## config.mk

```make
export PLATFORM = sky130hd
export DESIGN_NAME = cdc_stability_monitor
export DESIGN_NICKNAME = d
export VERILOG_FILES = /design/src/rtl/cdc_mon_pkg.sv /design/src/rtl/cdc_mon_sync.sv /design/src/rtl/cdc_mon_run.sv /design/src/rtl/cdc_mon_glitch.sv /design/src/rtl/cdc_mon_log.sv /design/src/rtl/cdc_stability_monitor.sv
export SDC_FILE = /design/constraint.sdc
export NUM_CORES = 1
export LEC_CHECK = 0
export ABC_AREA = 1
export BUFFER_PORTS_ARGS = -buffer_cell sky130_fd_sc_hd__buf_2
export CAP_MARGIN = 30
export CORE_AREA = 2 2 43 45
export DETAILED_ROUTE_END_ITERATION = 10
export DIE_AREA = 0 0 45 47
export PLACE_DENSITY = 0.84
export SETUP_SLACK_MARGIN = 0.1
export SYNTH_ARGS = -nofsm -noshare
export SYNTH_HDL_FRONTEND = slang
export SYNTH_SLANG_ARGS = --single-unit
```

## constraint.sdc

```tcl
create_clock -name clk_i -period 7.1 [get_ports clk_i]
set_input_delay 1.42 -clock clk_i [delete_from_list [all_inputs] [get_ports clk_i]]
set_output_delay 1.42 -clock clk_i [all_outputs]
set_load 0.1 [all_outputs]
```

## src/rtl/cdc_mon_pkg.sv

```systemverilog
package cdc_mon_pkg;
  typedef struct packed {
    logic pulse;
    logic stab;
    logic glitch;
  } viol_t;

  function automatic int unsigned viol_weight(viol_t v);
    return int'(v.pulse) + int'(v.stab) + int'(v.glitch);
  endfunction
endpackage

```

## src/rtl/cdc_mon_sync.sv

```systemverilog
module cdc_mon_sync #(
  parameter int STAGES = 2
) (
  input  logic              clk_i,
  input  logic              rst_ni,
  input  logic              d_i,
  output logic [STAGES-1:0] q_o
);
  logic [STAGES-1:0] stg_q;

  for (genvar i = 0; i < STAGES; i++) begin : g_stage
    if (i == 0) begin : g_first
      always_ff @(posedge clk_i or negedge rst_ni)
        if (!rst_ni) stg_q[0] <= 1'b0;
        else         stg_q[0] <= d_i;
    end else begin : g_next
      always_ff @(posedge clk_i or negedge rst_ni)
        if (!rst_ni) stg_q[i] <= 1'b0;
        else         stg_q[i] <= stg_q[i-1];
    end
  end

  assign q_o = stg_q;
endmodule

```

## src/rtl/cdc_mon_run.sv

```systemverilog
module cdc_mon_run #(
  parameter int STABLE_CYCLES = 3
) (
  input  logic clk_i,
  input  logic rst_ni,
  input  logic cur_i,
  input  logic prev_i,
  output logic pulse_o,
  output logic stab_o
);
  localparam int RUN_W = $clog2(STABLE_CYCLES + 1);
  localparam logic [RUN_W-1:0] RUN_MAX = RUN_W'(STABLE_CYCLES);

  // run_q: length of the run that prev_i belongs to, saturating
  logic [RUN_W-1:0] run_q;
  logic             prev_short_q;
  logic             change_c;
  logic             short_c;

  assign change_c = cur_i ^ prev_i;
  assign short_c  = change_c && (run_q < RUN_MAX);

  always_ff @(posedge clk_i or negedge rst_ni) begin
    if (!rst_ni) begin
      run_q        <= RUN_MAX;
      prev_short_q <= 1'b0;
    end else if (change_c) begin
      run_q        <= RUN_W'(1);
      prev_short_q <= short_c;
    end else if (run_q != RUN_MAX) begin
      run_q <= run_q + RUN_W'(1);
    end
  end

  assign pulse_o = short_c && !prev_short_q;
  assign stab_o  = short_c &&  prev_short_q;

  // events only at a sampled change of the first stage
  assert_evt_on_change_R4: assert property (@(posedge clk_i) disable iff (!rst_ni)
    (pulse_o || stab_o) |-> (cur_i != $past(cur_i)));
endmodule

```

## src/rtl/cdc_mon_glitch.sv

```systemverilog
module cdc_mon_glitch (
  input  logic clk_i,
  input  logic rst_ni,
  input  logic d_i,
  input  logic cur_i,
  output logic glitch_o
);
  logic neg_q;

  always_ff @(negedge clk_i or negedge rst_ni)
    if (!rst_ni) neg_q <= 1'b0;
    else         neg_q <= d_i;

  // mid-cycle sample disagrees with both surrounding rising-edge samples
  assign glitch_o = (neg_q != cur_i) && (d_i == cur_i);
endmodule

```

## src/rtl/cdc_mon_log.sv

```systemverilog
module cdc_mon_log
  import cdc_mon_pkg::*;
#(
  parameter int CNT_W = 8
) (
  input  logic             clk_i,
  input  logic             rst_ni,
  input  viol_t            evt_i,
  input  logic             clear_i,
  output viol_t            flags_o,
  output logic [CNT_W-1:0] count_o
);
  localparam logic [CNT_W+1:0] CNT_MAX = {2'b00, {CNT_W{1'b1}}};

  viol_t            flags_q;
  logic [CNT_W-1:0] cnt_q;
  logic [CNT_W+1:0] sum_c;

  assign sum_c = {2'b00, cnt_q} + (CNT_W+2)'(viol_weight(evt_i));

  always_ff @(posedge clk_i or negedge rst_ni) begin
    if (!rst_ni) begin
      flags_q <= '0;
      cnt_q   <= '0;
    end else if (clear_i) begin
      flags_q <= '0;
      cnt_q   <= '0;
    end else begin
      flags_q <= flags_q | evt_i;
      cnt_q   <= (sum_c > CNT_MAX) ? CNT_MAX[CNT_W-1:0] : sum_c[CNT_W-1:0];
    end
  end

  assign flags_o = flags_q;
  assign count_o = cnt_q;

  assert_sticky_R7: assert property (@(posedge clk_i) disable iff (!rst_ni)
    (|flags_o && !clear_i) |=> ((flags_o & $past(flags_o)) == $past(flags_o)));
  assert_clear_R7: assert property (@(posedge clk_i) disable iff (!rst_ni)
    clear_i |=> (flags_o == '0 && count_o == '0));
  assert_cnt_mono_R8: assert property (@(posedge clk_i) disable iff (!rst_ni)
    !clear_i |=> (count_o >= $past(count_o)));
  assert_flag_counted_R8: assert property (@(posedge clk_i) disable iff (!rst_ni)
    (|flags_o) |-> (count_o != '0));
endmodule

```

## src/rtl/cdc_stability_monitor.sv

```systemverilog
module cdc_stability_monitor
  import cdc_mon_pkg::*;
#(
  parameter int STABLE_CYCLES = 3,
  parameter int SYNC_STAGES   = 2,
  parameter int CNT_W         = 8
) (
  input  logic             clk_i,
  input  logic             rst_ni,
  input  logic             async_i,
  input  logic             clear_i,
  output logic             sync_o,
  output logic             pulse_err_o,
  output logic             stab_err_o,
  output logic             glitch_err_o,
  output logic [CNT_W-1:0] err_count_o
);
  localparam int STG = (SYNC_STAGES < 2) ? 2 : SYNC_STAGES;

  logic [STG-1:0] stg;
  viol_t          evt;
  viol_t          flags;

  cdc_mon_sync #(.STAGES(STG)) u_sync (
    .clk_i (clk_i),
    .rst_ni(rst_ni),
    .d_i   (async_i),
    .q_o   (stg)
  );

  cdc_mon_run #(.STABLE_CYCLES(STABLE_CYCLES)) u_run (
    .clk_i  (clk_i),
    .rst_ni (rst_ni),
    .cur_i  (stg[0]),
    .prev_i (stg[1]),
    .pulse_o(evt.pulse),
    .stab_o (evt.stab)
  );

  cdc_mon_glitch u_glitch (
    .clk_i   (clk_i),
    .rst_ni  (rst_ni),
    .d_i     (async_i),
    .cur_i   (stg[0]),
    .glitch_o(evt.glitch)
  );

  cdc_mon_log #(.CNT_W(CNT_W)) u_log (
    .clk_i  (clk_i),
    .rst_ni (rst_ni),
    .evt_i  (evt),
    .clear_i(clear_i),
    .flags_o(flags),
    .count_o(err_count_o)
  );

  assign sync_o       = stg[STG-1];
  assign pulse_err_o  = flags.pulse;
  assign stab_err_o   = flags.stab;
  assign glitch_err_o = flags.glitch;

  if (STG == 2) begin : g_two_stage_chk
    assert_sync_delay_R1: assert property (@(posedge clk_i) disable iff (!rst_ni)
      ($past(rst_ni, 1) && $past(rst_ni, 2)) |-> (sync_o == $past(async_i, 2)));
  end
endmodule

```

Word level (Yosys, flattened, before mapping)
Cells that the tools add are included.
Widths: inputs -> output; s select.

word-level totals
  register bits = 17
  bits of input ports = 4
  word-level logic and storage cells = 31

cells by class
  add/subtract/negate cells = 4
  order comparisons = 2
  eq/ne operators = 3
  multiplexer cells = 5
  bitwise operators = 2
  reductions and logical operators = 6

operator list
  operator             count
  $mux 8               2
  $add 10x2->10        1
  $add 8x10->10        1
  $gt 10x8->1 const B  1
  $logic_and 1x1->1    4
  $mux 2               2
  $mux 3               1
  $or 3x3->3           1
  $add 1x1->2          1
  $add 2x1->2 const B  1
  $lt 2x2->1 const B   1
  $ne 2x2->1 const B   1
  $reduce_bool 2->1    1
  $eq 1x1->1           1
  $logic_not 1->1      1
  $ne 1x1->1           1
  $xor 1x1->1          1

Depth between registers and ports, before layout
Gate-level depths: netlist (run 1).

  depth in word-level cells = 9
  depth in mapped cells = 15
  mapped depth without buffers = 15

Cells and area by module
From an unflattened synthesis (run 1), not the netlist that was laid out.

second synthesis, totals
  cell total of the unflattened synthesis = 110
  area, all modules = 893.4 µm²

modules (own cells, without submodules)
  module          times used  cells each  area each (µm²)
  cdc_mon_log     1           73          600.6
  cdc_mon_run     1           25          183.9
  cdc_mon_glitch  1           10          58.8
  cdc_mon_sync    1           2           50.0

==> impl_results.md, run 1 <==
* Status: finished clean
* Critical Path RT at ~7300 ps
* Final hold vios at 0
* Synth warnings at 0
* CP bufs+invs at 2
* Synthesized area at between 800 and 900 um^2
* Final setup fails at 0
* Leak at ~0.54 nW
* Synthesis-to-layout area growth at 14.1%
* WS Path Type: flip-flop to flip-flop
* Clock tree sinks at 17
* Die ar. at roughly 2100 um^2
* Sequential fraction of the synthesis area at 50.1%
* Slew HR at 67.7%
* Largest net degree at the start of global routing at 18
* Worst reg2reg path depth at 12
* Slowest CP cell: fa_1
* Vias at 651
* Hold Slack at 458 ps
* Row count at 15
* Capture point of the worst reg-to-reg path: u_log.count_o[5]
* Most frequent cells in the layout: 21 x inv_1, 17 x nand2_1, 15 x buf_2
* Clock transition at path regs at 110 ps
* Initial Util at 51.7%
* Grt total ovfl at 0
* CTS Buffer Depth at 2
* Mapped Nets at 103
* GP Congestion at 0.810
* Routed wire length at 1.51 mm
* Syn Inst Count at 94
* Clock root buffer: clkbuf_4
* Peak VDD IR at 190 uV
* Skew final at roughly 2.7 ps
* IO Pins at 16
* Skew-Pair Late Insertion Delay at 300 ps
* First-pass GRT wire length at 2.54 mm
* Final-report max-slew violation count at 0
* PD cells at between 300 and 400 nW/um^2
* Post-CTS setup buffer count at 0
* TNS Setup at 0 ps
* CTS H-tree depth at 1
* Hold depth at 0
* Design area at roughly 970 um^2
* Layout Nets at 122
* Max cap viols at 0
* Placed Instance Area at 946 um^2
* Avg Synthesized Cell Area at 9.08 um^2
* DR vias/cell at 5.05
* Reg2Reg Setup Slack at roughly 1400 ps
* Commonest non-fill, non-tap cell in the layout: inv_1
* CTS buffer count at 3
* Layout cells sized above 1 at 24.1%
* Core area at around 1700 um^2
* Width of the die at roughly 45 um
* Number of remaining DRC errors at 0
* #FFs+latches synth at 17
* Critical path's largest stage delay at 430 ps
* # port buffers at 15
* Die height at roughly 47 um
* Initial antenna violation count at 0
* Crit end category: flip-flop
* Crit-path max FO at 6
* Startpoint types: flip-flop
* All-Layer GR Usage at 17.4%
* Post-synthesis cell type count at 22
* Reg-to-Reg Start: u_glitch.neg_q
* Placed wire-length estimate at approximately 1.2 mm
* ANT cells at 0
* Hold Path Origin: u_sync.q_o[0]
* CP dominant cell by count: nor2_1
* Antenna viol nets, final at 0
* Hold Crit Class: flip-flop to flip-flop
* TritonCTS clock tree: built
* WP data arrival at 5960 ps
* Hold-fix buffers, CTS at 0
* Worst-margin pin slew at 487 ps
* Drt first-iter violations at 8
* Critical path's top delay family: adder cells
* RSZ-0062 raised after global routing: false
* Drt pass-1 iters at 4
* Wire per inst at 11.7 um
* Hold path endpoint: u_sync.q_o[1]
* CTS resizes at 0
* Vias in the first global route at 602
* CP cell instances: inv_1 -> nor2_1 -> o21ai_0 -> fa_1 -> fa_1 -> inv_1 -> nand2_2 -> nor2_4 -> nand3_4 -> nand2_1 -> nor2_1 -> nor2_1
==> metal layers <==
metal | GRT usage, % | up-vias | wire, um
met4 | 10.6 | 0 | 55
li1 | - | 323 | -
met5 | 0 | - | 0
met1 | 20.7 | 304 | 619
met3 | 3.46 | 7 | 56
met2 | 29.1 | 17 | 780
==> how the worst max path moves through the flow <==
stage / startpoint / cells after the start / slack [ps] / end
after CTS: u_glitch.neg_q / 12 / 1350 / u_log.count_o[5]
after detailed placement: u_glitch.neg_q / 12 / 1380 / u_log.count_o[5]
after global placement: u_glitch.neg_q / 12 / 1450 / u_log.count_o[5]
after global routing: u_glitch.neg_q / 12 / 1170 / u_log.count_o[5]
final: u_glitch.neg_q / 12 / 1370 / u_log.count_o[5]
after floorplan: u_glitch.neg_q / 12 / 1480 / u_log.count_o[5]
==> worst register-to-register path, cell delays in order (launching register included) <==
cell	delay, ps
dfrtn_1	390
inv_1	40
nor2_1	70
o21ai_0	120
fa_1	430
fa_1	420
inv_1	80
nand2_2	70
nor2_4	140
nand3_4	120
nand2_1	90
nor2_1	40
nor2_1	90
==> logic make-up after synthesis <==
| kind of cell | Yosys count | share of synthesized area [%] |
|---|---|---|
| xor+xnor | 3 | 3.08 |
| fa+ha+maj | 5 | 9.09 |
| mux | 1 | 1.32 |
| simple gates | 33 | 18.6 |
| compound gates | 13 | 8.06 |
| flops | 17 | 50.1 |
| buf+inv | 22 | 9.68 |
==> area by class of cell <==
type / instances / area, um^2
fillers: 149 / 678
clock buffers: 3 / 22.5
repair buffers: 15 / 75.1
flip-flops and latches: 17 / 428
multi-input cells: 55 / 343
clock inverters: 1 / 5.00
inverters: 21 / 78.8
well taps: 17 / 21.3
==> registers in the layout, indices dropped and copies added, names as in the netlist <==
name	flops
u_glitch.neg_q	1
u_log.count_o	8
u_log.flags_o	3
u_run.prev_short_q	1
u_run.run_q	2
u_sync.q_o	2
==> Yosys cell counts, drive strengths merged <==
| library cell | count | area, um^2 |
|---|---|---|
| inv | 21 | 78.8 |
| nand2 | 19 | 76.3 |
| dfrtp | 14 | 350 |
| a21oi | 9 | 45.0 |
| nor2 | 8 | 40.0 |
| nand3 | 5 | 37.5 |
| ha | 3 | 37.5 |
| dfstp | 2 | 52.6 |
| fa | 2 | 40.0 |
| o21ai | 2 | 10.0 |
| xor2 | 2 | 17.5 |
| a31oi | 1 | 6.26 |
| clkbuf | 1 | 3.75 |
| dfrtn | 1 | 25.0 |
| mux2 | 1 | 11.3 |
| nor3 | 1 | 5.00 |
| o21bai | 1 | 7.51 |
| xnor2 | 1 | 8.76 |
==> power breakdown <==
| part | internal, W | switching (W) |
|---|---|---|
| registers | 0.000116 | 0.0000125 |
| logic | 0.0000339 | 0.000102 |
| clock network | 0.0000210 | 0.0000346 |
==> through the flow <==
stage                     worst slack [ps]  power (W)  instances  utilization (%)
after detailed placement              1380   0.000268        125             57.3
after global placement                1450   0.000260        125             57.3
after floorplan                       1480   0.000241         94                -
final                                 1370   0.000320        129             58.9
after CTS                             1350   0.000321        129             58.9
after global routing                  1170   0.000339        129             58.9
(Power assumes the default switching activity.)
==> run 2, diff against run 1 <==
ABC_AREA = 0   (was 1)
CORE_AREA = 2 2 45 47   (was 2 2 43 45)
DIE_AREA = 0 0 47 49   (was 0 0 45 47)
PLACE_DENSITY = 0.78   (was 0.84)
clock period = 5.2 ns   (was 7.1 ns; I/O delays follow)
==> run 2 against run 1 <==
  * Sequential cell count is the same
  * Largest cell class unchanged
  * Global-route usage shrank 2.4 points
  * Critical path type unchanged
  * Sequential share of layout area grew 0.86 points
  * Synthesized area shrank 3.7%
  * Clock power grew 29%
  * Critical path depth shrank 6
  * Synthesized cell count shrank 21%
  * Sequential power grew 37%
  * Total power grew 40%
==> impl_results.md, run 2 <==
* GP Congestion at 0.756 (was 0.810)
* Sequential fraction of the synthesis area at 52.1% (was 50.1%)
* Worst Setup SP: u_glitch.neg_q (unchanged)
* Synth area leader: dfrtp_1 (unchanged)
* Reg-to-Reg Start: u_glitch.neg_q (unchanged)
* RSZ-0062 raised after global routing: false (unchanged)
* Worst-margin pin slew at 492 ps (was 487 ps)
* # port buffers at 15 (unchanged)
* Final-report max-slew violation count at 0 (unchanged)
* WS Path Type: flip-flop to flip-flop (unchanged)
* Post-synth ARST share at 100% (unchanged)
* Mapped Nets at 83 (was 103)
* Routed wire length at 1.46 mm (was 1.51 mm)
* Final setup fails at 0 (unchanged)
* Yosys top cell area share at 42.6% (was 41.1%)
* Layout cells sized above 1 at 29.3% (was 24.1%)
* CTS resizes at 0 (unchanged)
* Max cap viols at 0 (unchanged)
* ANT cells at 0 (unchanged)
* Top cells by area, synth: dfrtp_1 43%, dfstp_2 6.4%, xor2_1 5.3% (was dfrtp_1 41%, inv_1 9.2%, nand2_1 7.5%)
* Setup slack at placement at 533 ps (was 1380 ps)
* Vias at 580 (was 651)
* Placed wire-length estimate at 1.11 mm (was 1.15 mm)
* Hold-fix buffers, CTS at 0 (unchanged)
* TritonCTS clock tree: built (unchanged)
* CTS Buffer Depth at 2 (unchanged)
* Commonest non-fill, non-tap cell in the layout: buf_2 (was inv_1)
* Clock tree sinks at 17 (unchanged)
* #FFs+latches synth at 17 (unchanged)
* IO Pins at 16 (unchanged)
* Worst reg2reg path depth at 6 (was 12)
* Drt first-iter violations at 6 (was 8)
* Startpoint types: flip-flop (unchanged)
* Status: finished clean (unchanged)
* Row count at 16 (was 15)
* CTS H-tree depth at 1 (unchanged)
* Core area at 1840 um^2 (was 1650 um^2)
* Clock transition at path regs at 110 ps (about the same)
* Post-synthesis cell type count at 25 (was 22)
* Antenna viol nets, final at 0 (unchanged)
* Crit-path max FO at 5 (was 6)
* Layout Nets at 102 (was 122)
* All-Layer GR Usage at 15.0% (was 17.4%)
* Post-CTS setup buffer count at 0 (unchanged)
* Synthesized area at 822 um^2 (was 853 um^2)
* Leak at 0.442 nW (was 0.535 nW)
* Synthesis-to-layout area growth at 16.1% (was 14.1%)
* Cell with the most instances after synthesis: dfrtp_1 (was inv_1)
* Hold Crit Class: flip-flop to flip-flop (unchanged)
* Largest net degree at the start of global routing at 18 (unchanged)
* Critical Path End: u_log.count_o[5] (unchanged)
* Main synth FF type: dfrtp_1 (unchanged)
* Final hold vios at 0 (unchanged)
* Width of the die at 47 um (was 45 um)
* DR vias/cell at 4.87 (was 5.05)
* Crit end category: flip-flop (unchanged)
* Reg2Reg Setup Slack at 550 ps (was 1370 ps)
* Max reg flops at 8 (unchanged)
* CP cell instances: nor2_1 -> a21oi_1 -> fa_1 -> fa_1 -> or3_4 -> a21oi_1 (was inv_1 -> nor2_1 -> o21ai_0 -> fa_1 -> fa_1 -> inv_1 -> nand2_2 -> nor2_4 -> nand3_4 -> nand2_1 -> nor2_1 -> nor2_1)
* Initial Util at 44.6% (was 51.7%)
* First-pass GRT wire length at 2.42 mm (was 2.54 mm)
* Die ar. at 2300 um^2 (was 2120 um^2)
* Vias in the first global route at 569 (was 602)
* Syn Inst Count at 74 (was 94)
* Synth top cells by count: 14 x dfrtp_1, 10 x nor2_1, 8 x a21oi_1 (was 21 x inv_1, 17 x nand2_1, 14 x dfrtp_1)
* Critical path's largest stage delay at 460 ps (was 430 ps)
* Die height at 49 um (was 47 um)
* Post-synth EDFFs at 0 (unchanged)
* Initial antenna violation count at 0 (unchanged)
* Critical Path RT at 5420 ps (was 7340 ps)
* Number of remaining DRC errors at 0 (unchanged)
* CTS buffer count at 3 (unchanged)
* Skew-Pair Late Insertion Delay at 300 ps (about the same)
* Drt pass-1 iters at 4 (unchanged)
* Peak VDD IR at 207 uV (was 190 uV)
* Grt total ovfl at 0 (unchanged)
* Wire per inst at 12.3 um (was 11.7 um)
* Slew HR at 67.4% (was 67.7%)
* Skew final at 9.61 ps (was 2.69 ps)
* Avg Synthesized Cell Area at 11.1 um^2 (was 9.08 um^2)
* Slowest CP cell: fa_1 (unchanged)
* Synth warnings at 0 (unchanged)
* Most frequent cells in the layout: 15 x buf_2, 14 x dfrtp_1, 10 x nor2_1 (was 21 x inv_1, 17 x nand2_1, 15 x buf_2)
* Capture point of the worst reg-to-reg path: u_log.count_o[5] (unchanged)
* Worst setup margin at 552 ps (was 1370 ps)
* WP data arrival at 4870 ps (was 5960 ps)
* Clock root buffer: clkbuf_4 (unchanged)
* Filler cell count at 187 (was 149)
* TNS Setup at 0 ps (unchanged)
* PD cells at 470 nW/um^2 (was 329 nW/um^2)
-- run 2: changes by cell type in the layout (fill, tap and decap cells not counted), sizes merged, moves of 2 or more --
cell,change
xor2,+3
nand2,-15
nand3,-3
nor3,+3
inv,-16
nor2,+2
-- run 2: cell families (layout without fill, tap and decap cells) --
| group | count (synthesis) | in the layout | synth area share (%) |
|---|---|---|---|
| simple gates | 24 | 24 | 15.4 |
| compound gates | 15 | 15 | 12.8 |
| xor+xnor | 6 | 6 | 6.39 |
| mux | 1 | 1 | 1.22 |
| fa+ha+maj | 5 | 5 | 9.44 |
| buf+inv | 6 | 24 | 2.74 |
| flops | 17 | 17 | 52.1 |
-- run 2: worst min-delay path by stage --
stage | startpoint | end | cells past startpoint
floorplan | u_sync.q_o[0] | u_sync.q_o[1] | 0
global placement | u_sync.q_o[0] | u_sync.q_o[1] | 0
detailed placement | u_log.flags_o[1] | u_log.flags_o[1] | 2
CTS | u_log.flags_o[1] | u_log.flags_o[1] | 2
global route | u_sync.q_o[0] | u_sync.q_o[1] | 0
finish | u_log.flags_o[1] | u_log.flags_o[1] | 2
-- run 2: cell type report --
cell class              count  area [um^2]  share of cell area (%)
clock buffers               3         22.5                    2.36
clock inverters             1         5.00                   0.524
inverters                   5         18.8                    1.97
multi-input cells          51          372                    38.9
flip-flops and latches     17          428                    44.8
well taps                  27         33.8                    3.54
repair buffers             15         75.1                    7.86
-- run 2: metrics by stage --
step / util [%] / hold WS, ps / instance area [um^2] / instances / power, W
after floorplan: - / 448 / 822 / 74 / 0.000345
after global placement: 50.3 / 464 / 927 / 115 / 0.000377
after detailed placement: 50.3 / 477 / 927 / 115 / 0.000380
after CTS: 51.8 / 503 / 955 / 119 / 0.000454
after global routing: 51.8 / 539 / 955 / 119 / 0.000477
final: 51.8 / 495 / 955 / 119 / 0.000449
-- run 2: metal layers --
layer / routed length, um / vias up / GRT usage (%)
li1: - / 281 / -
met1: 608 / 281 / 19.0
met2: 748 / 14 / 22.6
met3: 76 / 4 / 3.70
met4: 27 / 0 / 8.33
met5: 0 / - / 0
-- run 2: power breakdown --
group          internal (W)  switching [W]
Sequential         0.000160      0.0000175
Clock             0.0000287      0.0000429
Combinational     0.0000502       0.000149
-- run 2: worst max-delay path, delay by kind of cell, from the launching register on --
| family | cells | cell delay, ps |
|---|---|---|
| adders and majority gates | 2 | 870 |
| and+or+nand+nor | 2 | 550 |
| DFF | 1 | 340 |
| AOI/OAI and AO/OA | 2 | 220 |
